**config.mk**
```make
export PLATFORM = sky130hd
export DESIGN_NAME = be_lane_unit
export DESIGN_NICKNAME = d
export VERILOG_FILES = /design/src/rtl/be_lane_pkg.sv /design/src/rtl/be_ea_gen.sv /design/src/rtl/be_store_lane.sv /design/src/rtl/be_load_lane.sv /design/src/rtl/be_lane_unit.sv
export SDC_FILE = /design/constraint.sdc
export NUM_CORES = 1
export LEC_CHECK = 0
export CAP_MARGIN = 20
export CELL_PAD_IN_SITES_DETAIL_PLACEMENT = 0
export CELL_PAD_IN_SITES_GLOBAL_PLACEMENT = 1
export CORE_MARGIN = 2
export CORE_UTILIZATION = 25
export CTS_BUF_LIST = sky130_fd_sc_hd__clkbuf_4 sky130_fd_sc_hd__clkbuf_8
export DETAILED_ROUTE_END_ITERATION = 10
export GPL_ROUTABILITY_DRIVEN = 0
export PLACE_DENSITY = 0.86
export RECOVER_POWER = 50
export SKIP_CTS_REPAIR_TIMING = 1
export SLEW_MARGIN = 20
export SYNTH_ARGS = -nofsm -noshare
export SYNTH_HDL_FRONTEND = slang
export SYNTH_SLANG_ARGS = --single-unit
```
**constraint.sdc**
```tcl
create_clock -name clk -period 15 [get_ports clk]
set_input_delay 4.5 -clock clk [delete_from_list [all_inputs] [get_ports clk]]
set_output_delay 4.5 -clock clk [all_outputs]
set_load 0.01 [all_outputs]
```
**src/rtl/be_lane_pkg.sv**
```systemverilog
// Shared sizing for the big-endian lane unit.
// Assumes byte-granular addressing and a power-of-two byte count per word.
package be_lane_pkg;
    localparam int unsigned BYTE_W = 8;

    // Lane index counted from the most significant byte (big-endian).
    function automatic int unsigned be_lane_to_bit(input int unsigned lane,
                                                   input int unsigned nbytes);
        return (nbytes - 1 - lane) * BYTE_W;
    endfunction
endpackage

```
**src/rtl/be_ea_gen.sv**
```systemverilog
// Effective address generator.
// Adds a sign-extended displacement to a base value and flags word
// accesses whose low address bits are not zero. Purely combinational.
module be_ea_gen #(
    parameter int unsigned ADDR_W = 32,
    parameter int unsigned OFF_W  = 16,
    parameter int unsigned LANE_W = 2
) (
    input  logic [ADDR_W-1:0] base,
    input  logic [OFF_W-1:0]  offset,
    input  logic              is_word,
    output logic [ADDR_W-1:0] ea,
    output logic              unaligned
);
    localparam int unsigned EXT_W = ADDR_W - OFF_W;

    // Sum of base and sign-extended displacement; alignment test on words.
    always_comb begin
        ea        = base + {{EXT_W{offset[OFF_W-1]}}, offset};
        unaligned = is_word && (ea[LANE_W-1:0] != '0);
    end
endmodule

```
**src/rtl/be_store_lane.sv**
```systemverilog
// Store lane placement.
// Produces big-endian byte enables and the write word; a byte store
// replicates the low source byte into every lane. Assumes 'active' is
// already gated by validity, store type and alignment.
module be_store_lane #(
    parameter int unsigned DATA_W = 32,
    parameter int unsigned LANE_W = 2
) (
    input  logic              clk,
    input  logic              rst_n,
    input  logic              active,
    input  logic              is_word,
    input  logic [LANE_W-1:0] lane,
    input  logic [DATA_W-1:0] st_data,
    output logic [DATA_W/8-1:0] we,
    output logic [DATA_W-1:0] wdata
);
    import be_lane_pkg::*;
    localparam int unsigned NB = DATA_W / BYTE_W;

    for (genvar b = 0; b < NB; b++) begin : g_lane
        localparam int unsigned ADDR_LANE = NB - 1 - b;
        // Enable this byte for words, or when the address names it.
        always_comb begin
            we[b] = active && (is_word || (lane == LANE_W'(ADDR_LANE)));
            wdata[b*BYTE_W +: BYTE_W] = is_word ? st_data[b*BYTE_W +: BYTE_W]
                                                : st_data[BYTE_W-1:0];
        end
    end


    byte_we_onehot_chk: assert property (@(posedge clk) disable iff (!rst_n)
        (active && !is_word) |-> ($countones(we) == 1));

    word_we_full_chk: assert property (@(posedge clk) disable iff (!rst_n)
        (active && is_word) |-> (&we));
endmodule

```
**src/rtl/be_load_lane.sv**
```systemverilog
// Load return path.
// Registers the lane and size of an accepted load, then selects and
// sign-extends the addressed byte from the word the memory returns one
// cycle later. Assumes a fixed one-cycle memory read latency.
module be_load_lane #(
    parameter int unsigned DATA_W = 32,
    parameter int unsigned LANE_W = 2
) (
    input  logic              clk,
    input  logic              rst_n,
    input  logic              issue,
    input  logic              is_word,
    input  logic [LANE_W-1:0] lane,
    input  logic [DATA_W-1:0] rdata,
    output logic              ld_valid,
    output logic [DATA_W-1:0] ld_data
);
    import be_lane_pkg::*;
    localparam int unsigned NB = DATA_W / BYTE_W;

    logic              word_q;
    logic [LANE_W-1:0] lane_q;
    logic [BYTE_W-1:0] byte_sel;

    // Capture the shape of the load in flight.
    always_ff @(posedge clk) begin
        if (!rst_n) begin
            ld_valid <= 1'b0;
            word_q   <= 1'b0;
            lane_q   <= '0;
        end else begin
            ld_valid <= issue;
            word_q   <= is_word;
            lane_q   <= lane;
        end
    end

    // Pick the big-endian byte and widen it with its sign.
    always_comb begin
        byte_sel = '0;
        for (int k = 0; k < NB; k++) begin
            if (lane_q == LANE_W'(k))
                byte_sel = rdata[be_lane_to_bit(k, NB) +: BYTE_W];
        end
        ld_data = word_q ? rdata : {{(DATA_W-BYTE_W){byte_sel[BYTE_W-1]}}, byte_sel};
    end


    ld_after_issue_chk: assert property (@(posedge clk) disable iff (!rst_n)
        ld_valid |-> $past(issue));
endmodule

```
**src/rtl/be_lane_unit.sv**
```systemverilog
// Big-endian load/store byte lane unit (top).
// Joins address generation, store lane placement and load extraction.
// Assumes one request per cycle and a memory with one-cycle read latency.
module be_lane_unit #(
    parameter int unsigned ADDR_W = 32,
    parameter int unsigned OFF_W  = 16,
    parameter int unsigned DATA_W = 32
) (
    input  logic                        clk,
    input  logic                        rst_n,
    input  logic                        req_valid,
    input  logic                        req_store,
    input  logic                        req_byte,
    input  logic [ADDR_W-1:0]           base,
    input  logic [OFF_W-1:0]            offset,
    input  logic [DATA_W-1:0]           st_data,
    output logic [ADDR_W-$clog2(DATA_W/8)-1:0] mem_addr,
    output logic                        mem_req,
    output logic [DATA_W/8-1:0]         mem_we,
    output logic [DATA_W-1:0]           mem_wdata,
    output logic                        misalign,
    input  logic [DATA_W-1:0]           mem_rdata,
    output logic                        ld_valid,
    output logic [DATA_W-1:0]           ld_data
);
    localparam int unsigned NB     = DATA_W / 8;
    localparam int unsigned LANE_W = $clog2(NB);

    logic [ADDR_W-1:0] ea;
    logic              unaligned;
    logic              st_active;
    logic              ld_issue;

    be_ea_gen #(.ADDR_W(ADDR_W), .OFF_W(OFF_W), .LANE_W(LANE_W)) u_ea (
        .base(base), .offset(offset), .is_word(!req_byte),
        .ea(ea), .unaligned(unaligned)
    );

    // Qualify the request against validity and alignment.
    always_comb begin
        misalign  = req_valid && unaligned;
        mem_req   = req_valid && !unaligned;
        st_active = mem_req && req_store;
        ld_issue  = mem_req && !req_store;
        mem_addr  = ea[ADDR_W-1:LANE_W];
    end

    be_store_lane #(.DATA_W(DATA_W), .LANE_W(LANE_W)) u_st (
        .clk(clk), .rst_n(rst_n), .active(st_active), .is_word(!req_byte),
        .lane(ea[LANE_W-1:0]), .st_data(st_data),
        .we(mem_we), .wdata(mem_wdata)
    );

    be_load_lane #(.DATA_W(DATA_W), .LANE_W(LANE_W)) u_ld (
        .clk(clk), .rst_n(rst_n), .issue(ld_issue), .is_word(!req_byte),
        .lane(ea[LANE_W-1:0]), .rdata(mem_rdata),
        .ld_valid(ld_valid), .ld_data(ld_data)
    );


    misalign_blocks_chk: assert property (@(posedge clk) disable iff (!rst_n)
        misalign |-> (!mem_req && mem_we == '0));

    load_no_write_chk: assert property (@(posedge clk) disable iff (!rst_n)
        (req_valid && !req_store) |-> (mem_we == '0));

    idle_quiet_chk: assert property (@(posedge clk) disable iff (!rst_n)
        !req_valid |-> (!mem_req && !misalign && mem_we == '0));

    byte_never_misalign_chk: assert property (@(posedge clk) disable iff (!rst_n)
        (req_valid && req_byte) |-> !misalign);
endmodule

```
==> flow_metrics.py, run 1 <==
metrics = {
    "outcome": {
        "status": "complete, no violations",
    },
    "grt": {
        "initial_antenna_violation_count": 0,
        "grt_max_degree": 39,
        "grt_pass1_vias": 3655,
        "grt_pass1_wl_um": 18360,
        "grtUsageTotal_pct": 16.98,
        "grt_remaining_overflow": 0,
    },
    "die": {
        "die_area_um2": 13290,
        "placeableCoreArea_um2": 12060,
        "rows": 40,
        "io_pins": 218,
        "chipHeight_um": 115.3,
        "initial_core_util_pct": 25.67,
        "die_w_um": 115.3,
    },
    "final_layout": {
        "diodes": 0,
        "num-nets-final": 801,
        "fraction_of_layout_instances_using_a_drive_strength_above_1_pct": 2.000,
        "layout.filler_cells": 1294,
        "multi_input_area_um2": 2502,
        "area_growth_syn_to_layout_pct": 66.06,
        "ff_latch_area_um2": 80.08,
    },
    "timing": {
        "worst-slew-pin-transition_ns": 1.271,
        "setup_viol_count_final": 0,
        "slew_headroom_pct": 15.24,
        "maxSlewViolCount": 0,
        "final_worst_path_period_need_ns": 12.70,
        "layout_worst_path_cycle_share_pct": 84.69,
        "final.hold.worst_slack_ns": 4.977,
        "hold_viol": 0,
        "timing.setup.tns_ns": 0,
        "fmaxAchievable_mhz": 78.72,
        "grt_setup_unrepaired": "no",
        "worst_slack_ns": 2.296,
    },
    "pwr": {
        "power_switching_w": 0.0001192,
        "totalPowerFinal_w": 0.0002783,
        "switching_share_pct": 42.84,
        "pwr-share-clk_pct": 8.1,
        "p_seq_share_pct": 4.9,
        "p_comb_share_pct": 87.0,
        "ir_drop_v": 0.00002607,
        "power_leakage_nw": 2.160,
        "power.density_cell_area_nw_per_um2": 54.12,
        "power_report.internal_total_w": 0.0001591,
    },
    "setup_path": {
        "worst_setup_path_startpoint": "offset[15]",
        "worstSetupPathType": "input port to primary output",
        "crit_path_cell_trace": "clkdlybuf4s50_1 -> ha_1 -> nand2_1 -> o211ai_1 -> a211oi_1 -> o31ai_1 -> mux2i_1 -> o41ai_1 -> nor3_1 -> clkdlybuf4s50_1",
        "crit_top_cell": "sky130_fd_sc_hd__clkdlybuf4s50_1",
        "endpoint_kind_of_the_worst_setup_timing_path": "primary output",
        "cp-endpoint": "mem_addr[28]",
        "worst_ep_arrival_time_ns": 8.20,
        "cp_data_required_time_ns": 10.50,
        "crit_path_start_kind": "input port",
        "timing.critical_path.depth": 10,
        "slowest_stage": "sky130_fd_sc_hd__clkdlybuf4s50_1",
        "crit_buf_inv": 2,
        "worst_path_largest_cell_delay_ns": 0.81,
        "critPathTopFamily": "buffers and inverters",
        "worstPathMaxFanout": 17,
    },
    "clocking": {
        "cts_sinks": 4,
        "clock_tree_from_tritoncts": "done",
        "clock_root_buffer": "sky130_fd_sc_hd__clkbuf_8",
        "cts-buffers-inserted": 3,
        "clock_tree.htree_level_count": 1,
        "clkTransAtPathRegs_ns": 0.03,
        "max-clock-path-buffers": 2,
    },
    "place": {
        "hpwlAfterDp_um": 10460,
        "placement.setup.worst_slack_ns": 2.305,
        "io_buffer_count": 217,
    },
    "yosys": {
        "syn-instance-count": 491,
        "post-synth-top-count-cell": "sky130_fd_sc_hd__nand2_1",
        "yosysWarningCount": 0,
        "synth-compound-area-share_pct": 31.15,
        "synth.net_count": 640,
        "synth_top_cell_by_area": "sky130_fd_sc_hd__ha_1",
        "netlist_top_cells_count": "sky130_fd_sc_hd__nand2_1 (100), sky130_fd_sc_hd__buf_4 (38), sky130_fd_sc_hd__o21ai_0 (38), sky130_fd_sc_hd__inv_1 (36), sky130_fd_sc_hd__a21oi_1 (34)",
        "synth_top_cells_by_area": "sky130_fd_sc_hd__ha_1 (13%), sky130_fd_sc_hd__nand2_1 (12%), sky130_fd_sc_hd__buf_4 (9.2%)",
        "synthAdderAreaFrac_pct": 13.17,
        "netlist-cell-type-count": 60,
        "count_of_flip_flops_with_a_built_in_enable_after_synthesis": 0,
        "synth-simple-area-share_pct": 25.49,
        "post_synth_mux_area_share_pct": 3.636,
        "post_synth_xor_area_fraction_pct": 7.354,
        "synth_area_um2": 3097,
        "ys_dominant_reg_cell": "sky130_fd_sc_hd__dfxtp_1",
        "yosysSeqAreaShare_pct": 2.586,
        "combinational_family_with_the_most_area_after_synthesis": "compound AO/OA/AOI/OAI gates",
        "synth.avg_cell_area_um2": 6.307,
        "synth.ff_latch_count": 4,
        "synth_top_area_share_pct": 12.53,
        "ys_async_sr_fraction_pct": 0,
    },
    "hold_path": {
        "hp-class": "input port to register",
    },
    "drt": {
        "detailed_route_iter0_violations": 230,
        "drcViolationCount": 0,
        "detail_route.first_pass.iterations": 5,
        "routedWlPerCell_um": 14.95,
        "detailroute.via_count": 4015,
        "routed_wl_um": 12230,
        "viasPerCell": 4.908,
        "route.antenna.remaining_nets": 0,
    },
    "flow_run": {
        "max_cap_violations": 0,
    },
}
-- worst min-delay path by stage --
stage	slack [ns]	from	to	cells past startpoint
final	4.98	req_store	u_ld.ld_valid	2
after global routing	5.02	req_store	u_ld.ld_valid	2
after CTS	4.92	rst_n	u_ld.word_q	2
after detailed placement	5.15	rst_n	u_ld.word_q	2
after global placement	5.14	rst_n	u_ld.word_q	2
after floorplan	4.63	rst_n	u_ld.lane_q[0]	1
-- power groups by stage --
stage                     registers (W)  clock network (W)  logic [W]
after global placement        0.0000138                  0   0.000247
after global routing          0.0000139          0.0000238   0.000263
after CTS                     0.0000137          0.0000232   0.000249
after floorplan               0.0000118                  0   0.000146
final                         0.0000137          0.0000225   0.000242
after detailed placement      0.0000138                  0   0.000248
-- area by class of cell --
type                            instances  share of cell area [%]
Clock buffer                            3                  0.8029
Inverter                               36                   2.628
Multi-Input combinational cell        389                   48.66
Sequential cell                         4                   1.557
Tap cell                              168                   4.088
Timing Repair Buffer                  218                   42.26
-- placed cells by master, fill, tap and decap left out, drive strengths merged, types with 3 or more instances in the layout --
cell type / Yosys / layout
o21ai: 40 / 40
dlygate4sd3: 0 / 49
nand3: 10 / 10
a21o: 11 / 11
o21a: 6 / 6
inv: 36 / 36
dfxtp: 4 / 4
a22o: 7 / 7
nor3: 16 / 16
and2: 4 / 4
a2111oi: 4 / 4
nand2b: 4 / 4
nor2: 19 / 19
a41oi: 3 / 3
xnor2: 21 / 21
nand2: 100 / 100
clkdlybuf4s50: 0 / 167
nor4: 3 / 3
o211ai: 10 / 10
ha: 31 / 31
clkbuf: 21 / 4
a211oi: 3 / 3
nand4: 3 / 3
nor2b: 6 / 6
xor2: 5 / 5
a21oi: 35 / 35
o21bai: 4 / 4
mux2i: 9 / 9
-- metal layers --
metal | share of wire, % | global-route usage, % | wire length [µm]
met5 | 0 | 0 | 0
met1 | 40 | 19.76 | 4920
met2 | 50 | 32.35 | 6119
met4 | 1.1 | 2.892 | 136
met3 | 8.6 | 3.374 | 1049
-- stage by stage --
stage	cells	util (%)	area (µm²)
after global placement	815	42.34	5107
after detailed placement	815	42.34	5107
after floorplan	491	-	3097
final	818	42.63	5142
after CTS	818	42.69	5149
after global routing	818	42.63	5142
-- sequential cells by signal (all words and copies together), names as in the netlist --
name,cells
u_ld.lane_q,2
u_ld.ld_valid,1
u_ld.word_q,1
-- kinds of logic after synthesis --
group | after synthesis
AOI/OAI and AO/OA | 145
xor gates and xnor gates | 26
adders and majority gates | 32
buffers and inverters | 98
DFF | 4
muxes | 10
and+or+nand+nor | 176
Note: power is estimated with default switching activity, not from simulation.
==> run 2: changes to the inputs <==
Settings changed: CORE_UTILIZATION 25 to 23, PLACE_DENSITY 0.86 to 0.8.
Clock period 15 ns to 12.35 ns, I/O delays scaled along.
==> flow_metrics.py, run 2 (synthesis gave the netlist of run 1 again) <==
metrics = {
    "timing": {
        "grt_setup_unrepaired": "no",
        "setup_viol_count_final": 0,
        "maxSlewViolCount": 0,
        "final_worst_path_period_need_ns": 11.06,
        "fmaxAchievable_mhz": 90.43,
        "hold_viol": 0,
        "slew_headroom_pct": 11.98,
        "worst-slew-pin-transition_ns": 1.320,
        "layout_worst_path_cycle_share_pct": 89.54,
        "timing.setup.tns_ns": 0,
    },
    "pwr": {
        "p_seq_share_pct": 4.9,
        "power.density_cell_area_nw_per_um2": 65.81,
        "pwr-share-clk_pct": 8.0,
        "totalPowerFinal_w": 0.0003392,
        "switching_share_pct": 43.01,
        "power_switching_w": 0.0001459,
        "power_report.internal_total_w": 0.0001933,
        "ir_drop_v": 0.00002534,
        "p_comb_share_pct": 87.1,
        "power_leakage_nw": 2.164,
    },
    "final_layout": {
        "largest_registers": "u_ld.lane_q x2, u_ld.ld_valid x1, u_ld.word_q x1",
        "largest_reg_flops": 2,
        "layout.core_utilization_pct": 39.08,
        "area_growth_syn_to_layout_pct": 66.46,
        "num-nets-final": 801,
        "layout.cells.most_common_list": "sky130_fd_sc_hd__clkdlybuf4s50_1 (167), sky130_fd_sc_hd__nand2_1 (100), sky130_fd_sc_hd__dlygate4sd3_1 (49)",
        "mostFrequentLayoutCell": "sky130_fd_sc_hd__clkdlybuf4s50_1",
        "fraction_of_layout_instances_using_a_drive_strength_above_1_pct": 2.000,
        "biggest_register": "u_ld.lane_q",
    },
    "drt": {
        "viasPerCell": 4.823,
        "drcViolationCount": 0,
        "routedWlPerCell_um": 15.16,
        "route.antenna.remaining_nets": 0,
        "detailed_route_iter0_violations": 169,
        "detail_route.first_pass.iterations": 5,
        "detailroute.via_count": 3989,
        "routed_wl_um": 12540,
    },
    "clocking": {
        "cts_sinks": 4,
        "max-clock-path-buffers": 2,
        "clock_tree_from_tritoncts": "done",
        "clock_tree.htree_level_count": 1,
        "clkTransAtPathRegs_ns": 0.03,
        "clock_root_buffer": "sky130_fd_sc_hd__clkbuf_8",
        "cts-buffers-inserted": 3,
    },
    "grt": {
        "grt_pass1_vias": 3802,
        "grt_remaining_overflow": 0,
        "grtUsageTotal_pct": 16.56,
        "initial_antenna_violation_count": 1,
        "grt_pass1_wl_um": 19750,
        "grt_max_degree": 39,
    },
    "setup_path": {
        "worst_ep_arrival_time_ns": 7.35,
        "cp_data_required_time_ns": 8.64,
        "endpoint_kind_of_the_worst_setup_timing_path": "primary output",
        "worstPathMaxFanout": 17,
        "worstSetupPathType": "input port to primary output",
        "crit_path_start_kind": "input port",
    },
    "die": {
        "placeableCoreArea_um2": 13190,
        "io_pins": 218,
        "initial_core_util_pct": 23.48,
        "rows": 42,
        "die_w_um": 120.0,
        "chipHeight_um": 120.0,
        "die_area_um2": 14410,
    },
    "hold_path": {
        "min_path_cells": 2,
        "worstHoldStart": "req_store",
        "hold_path_end": "u_ld.ld_valid",
        "hp-class": "input port to register",
    },
    "place": {
        "io_buffer_count": 217,
        "hpwlAfterDp_um": 10770,
    },
    "flow_run": {
        "max_cap_violations": 0,
    },
    "outcome": {
        "status": "complete, no violations",
    },
}
## run 2: worst max-delay path by stage
stage	end	startpoint	cells past startpoint	slack, ns
after floorplan	mem_addr[24]	offset[0]	11	2.67
after global placement	mem_addr[28]	offset[15]	10	1.27
after detailed placement	mem_addr[28]	offset[15]	10	1.30
after CTS	mem_addr[28]	offset[15]	10	1.26
after global routing	mem_addr[28]	offset[15]	10	1.02
final	mem_addr[28]	offset[15]	10	1.29
## run 2: area by class of cell
| type | instances | area [µm²] |
|---|---|---|
| Multi-Input combinational cell | 389 | 2502 |
| Fill cell | 1409 | 8035 |
| Antenna cell | 1 | 2.502 |
| Tap cell | 176 | 220.2 |
| Timing Repair Buffer | 218 | 2173 |
| Sequential cell | 4 | 80.08 |
| Inverter | 36 | 135.1 |
| Clock buffer | 3 | 41.29 |
## run 2: power by group through the flow
stage / clock [W] / sequential (W) / combinational, W
6_report: 0.0000270 / 0.0000167 / 0.000296
5_1_grt: 0.0000288 / 0.0000169 / 0.000322
4_1_cts: 0.0000277 / 0.0000166 / 0.000305
3_5_place_dp: 0 / 0.0000168 / 0.000303
3_3_place_gp: 0 / 0.0000168 / 0.000302
2_1_floorplan: 0 / 0.0000143 / 0.000177
## run 2: worst max-delay path, cell delays in order
cell and delay (ns):
sky130_fd_sc_hd__clkdlybuf4s50_1 0.83, sky130_fd_sc_hd__ha_1 0.68, sky130_fd_sc_hd__nand2_1 0.13, sky130_fd_sc_hd__o211ai_1 0.39, sky130_fd_sc_hd__a211oi_1 0.14, sky130_fd_sc_hd__o31ai_1 0.38, sky130_fd_sc_hd__mux2i_1 0.24, sky130_fd_sc_hd__o41ai_1 0.09
sky130_fd_sc_hd__nor3_1 0.19, sky130_fd_sc_hd__clkdlybuf4s50_1 0.57
## run 2: metrics by stage
stage          instances  worst slack [ns]  cell area, µm²  hold WS [ns]
4_1_cts              826             1.261            5159         4.152
3_5_place_dp         823             1.301            5117         4.360
2_1_floorplan        491             2.674            3097         3.832
5_1_grt              827             1.023            5155         4.224
6_report             827             1.292            5155         4.175
3_3_place_gp         823             1.275            5117         4.343
## run 2: per-layer routing
layer  routed length [µm]  part of all wire, %  vias up  GRT usage, %
met5                    0                    0        -             0
met4                  151                  1.2        0         3.088
li1                     -                    -     2010             -
met1                 5075                   40     1811         19.65
met2                 6188                   49      158         30.54
met3                 1123                  9.0       10         3.565
==> run 3: changes to the inputs <==
Settings changed: ABC_CLOCK_PERIOD_IN_PS set to 12350, CAP_MARGIN 20 to unset, CELL_PAD_IN_SITES_DETAIL_PLACEMENT 0 to 1.
==> flow_metrics.py, run 3 (synthesis gave the netlist of run 1 again) <==
metrics = {
    "pwr": {
        "power_switching_w": 0.0001505,
        "ir_drop_v": 0.00002863,
        "pwr-share-clk_pct": 7.8,
        "power_leakage_nw": 2.162,
        "switching_share_pct": 43.76,
        "power.density_cell_area_nw_per_um2": 66.76,
        "p_comb_share_pct": 87.4,
        "p_seq_share_pct": 4.9,
        "power_report.internal_total_w": 0.0001934,
    },
    "timing": {
        "hold_viol": 0,
        "layout_worst_path_cycle_share_pct": 89.98,
        "timing.setup.tns_ns": 0,
        "grt_setup_unrepaired": "no",
        "worst-slew-pin-transition_ns": 1.392,
        "setup_viol_count_final": 0,
        "fmaxAchievable_mhz": 89.99,
        "final_worst_path_period_need_ns": 11.11,
        "maxSlewViolCount": 0,
        "slew_headroom_pct": 7.195,
    },
    "place": {
        "placed_cells": 823,
        "hpwlAfterDp_um": 11970,
        "io_buffer_count": 217,
    },
    "setup_path": {
        "crit_path_cell_trace": "clkdlybuf4s50_1 -> ha_1 -> nand2_1 -> o211ai_1 -> a211oi_1 -> o31ai_1 -> mux2i_1 -> o41ai_1 -> nor3_1 -> clkdlybuf4s50_1",
        "worst_path_largest_cell_delay_ns": 0.82,
        "cp_data_required_time_ns": 8.64,
        "critPathTopFamily": "buffers and inverters",
        "worstSetupPathType": "input port to primary output",
        "crit_path_start_kind": "input port",
        "crit_top_cell": "sky130_fd_sc_hd__clkdlybuf4s50_1",
        "worstPathMaxFanout": 17,
        "slowest_stage": "sky130_fd_sc_hd__clkdlybuf4s50_1",
        "endpoint_kind_of_the_worst_setup_timing_path": "primary output",
        "worst_ep_arrival_time_ns": 7.41,
        "crit_buf_inv": 2,
    },
    "hold_path": {
        "min_path_cells": 2,
        "worstHoldStart": "req_store",
        "hp-class": "input port to register",
        "hold_path_end": "u_ld.ld_valid",
    },
    "drt": {
        "routedWlPerCell_um": 16.89,
        "detailroute.via_count": 4074,
        "detail_route.first_pass.iterations": 4,
        "viasPerCell": 4.932,
        "detailed_route_iter0_violations": 100,
        "drcViolationCount": 0,
        "routed_wl_um": 13950,
        "route.antenna.remaining_nets": 0,
    },
    "final_layout": {
        "area_growth_syn_to_layout_pct": 66.38,
        "num-nets-final": 801,
        "mostFrequentLayoutCell": "sky130_fd_sc_hd__clkdlybuf4s50_1",
        "layout.filler_cells": 1645,
        "biggest_register": "u_ld.lane_q",
        "layout.cells.most_common_list": "sky130_fd_sc_hd__clkdlybuf4s50_1 (167), sky130_fd_sc_hd__nand2_1 (100), sky130_fd_sc_hd__dlygate4sd3_1 (49)",
        "largest_registers": "u_ld.lane_q x2, u_ld.ld_valid x1, u_ld.word_q x1",
        "final-instance-count-excl-fill": 826,
        "fraction_of_layout_instances_using_a_drive_strength_above_1_pct": 2.000,
        "diodes": 0,
        "largest_reg_flops": 2,
    },
    "die": {
        "die_area_um2": 14410,
        "chipHeight_um": 120.0,
        "io_pins": 218,
        "initial_core_util_pct": 23.48,
        "die_w_um": 120.0,
        "placeableCoreArea_um2": 13190,
        "rows": 42,
    },
    "clocking": {
        "clock_tree.htree_level_count": 1,
        "cts-buffers-inserted": 3,
        "cts_sinks": 4,
        "clock_root_buffer": "sky130_fd_sc_hd__clkbuf_8",
        "max-clock-path-buffers": 2,
        "clock_tree_from_tritoncts": "done",
        "clkTransAtPathRegs_ns": 0.03,
    },
    "grt": {
        "grt_max_degree": 39,
        "grtUsageTotal_pct": 18.53,
        "initial_antenna_violation_count": 0,
        "grt_pass1_vias": 4154,
        "grt_remaining_overflow": 0,
        "grt_pass1_wl_um": 21840,
    },
    "outcome": {
        "status": "complete, no violations",
    },
    "flow_run": {
        "max_cap_violations": 0,
    },
}
==> run 3: cell count changes in the layout (fill, tap and decap cells not counted) <==
cell                      previous run  this run
sky130_fd_sc_hd__diode_2             1         0
==> run 3: how the worst max path moves through the flow <==
stage / from / to / slack, ns / cells after the start
detailed placement: offset[15] / mem_addr[28] / 1.22 / 10
global placement: offset[15] / mem_addr[28] / 1.27 / 10
floorplan: offset[0] / mem_addr[24] / 2.67 / 11
CTS: offset[15] / mem_addr[28] / 1.20 / 10
finish: offset[15] / mem_addr[28] / 1.24 / 10
global route: offset[15] / mem_addr[28] / 0.93 / 10
==> run 3: area by class of cell <==
type | instances | area, µm² | share of cell area [%]
repair buffers | 218 | 2173 | 42.18
flip-flops and latches | 4 | 80.08 | 1.554
inverters | 36 | 135.1 | 2.623
well taps | 176 | 220.2 | 4.274
clock buffers | 3 | 41.29 | 0.8014
multi-input cells | 389 | 2502 | 48.57
==> run 3: power by group through the flow <==
stage	sequential, W	clock (W)	combinational, W
2_1_floorplan	0.0000143	0	0.000177
3_3_place_gp	0.0000168	0	0.000302
3_5_place_dp	0.0000169	0	0.000307
4_1_cts	0.0000167	0.0000270	0.000309
5_1_grt	0.0000169	0.0000289	0.000326
6_report	0.0000167	0.0000267	0.000301
==> run 3: per-stage QoR <==
stage | total power (W) | hold slack (ns) | worst slack (ns) | util, % | cell area, µm²
floorplan | 0.0001915 | 3.832 | 2.674 | - | 3097
global placement | 0.0003184 | 4.343 | 1.275 | 38.80 | 5117
detailed placement | 0.0003241 | 4.361 | 1.224 | 38.80 | 5117
CTS | 0.0003531 | 4.146 | 1.201 | 39.11 | 5159
global route | 0.0003721 | 4.258 | 0.9326 | 39.06 | 5152
finish | 0.0003440 | 4.210 | 1.237 | 39.06 | 5152
==> run 3: routing by layer <==
layer	GRT usage [%]	part of all wire (%)	vias to the layer above
met5	0	0	-
met4	3.824	1.9	0
met3	3.470	6.5	16
met2	34.91	50	132
met1	21.57	41	1917
li1	-	-	2009
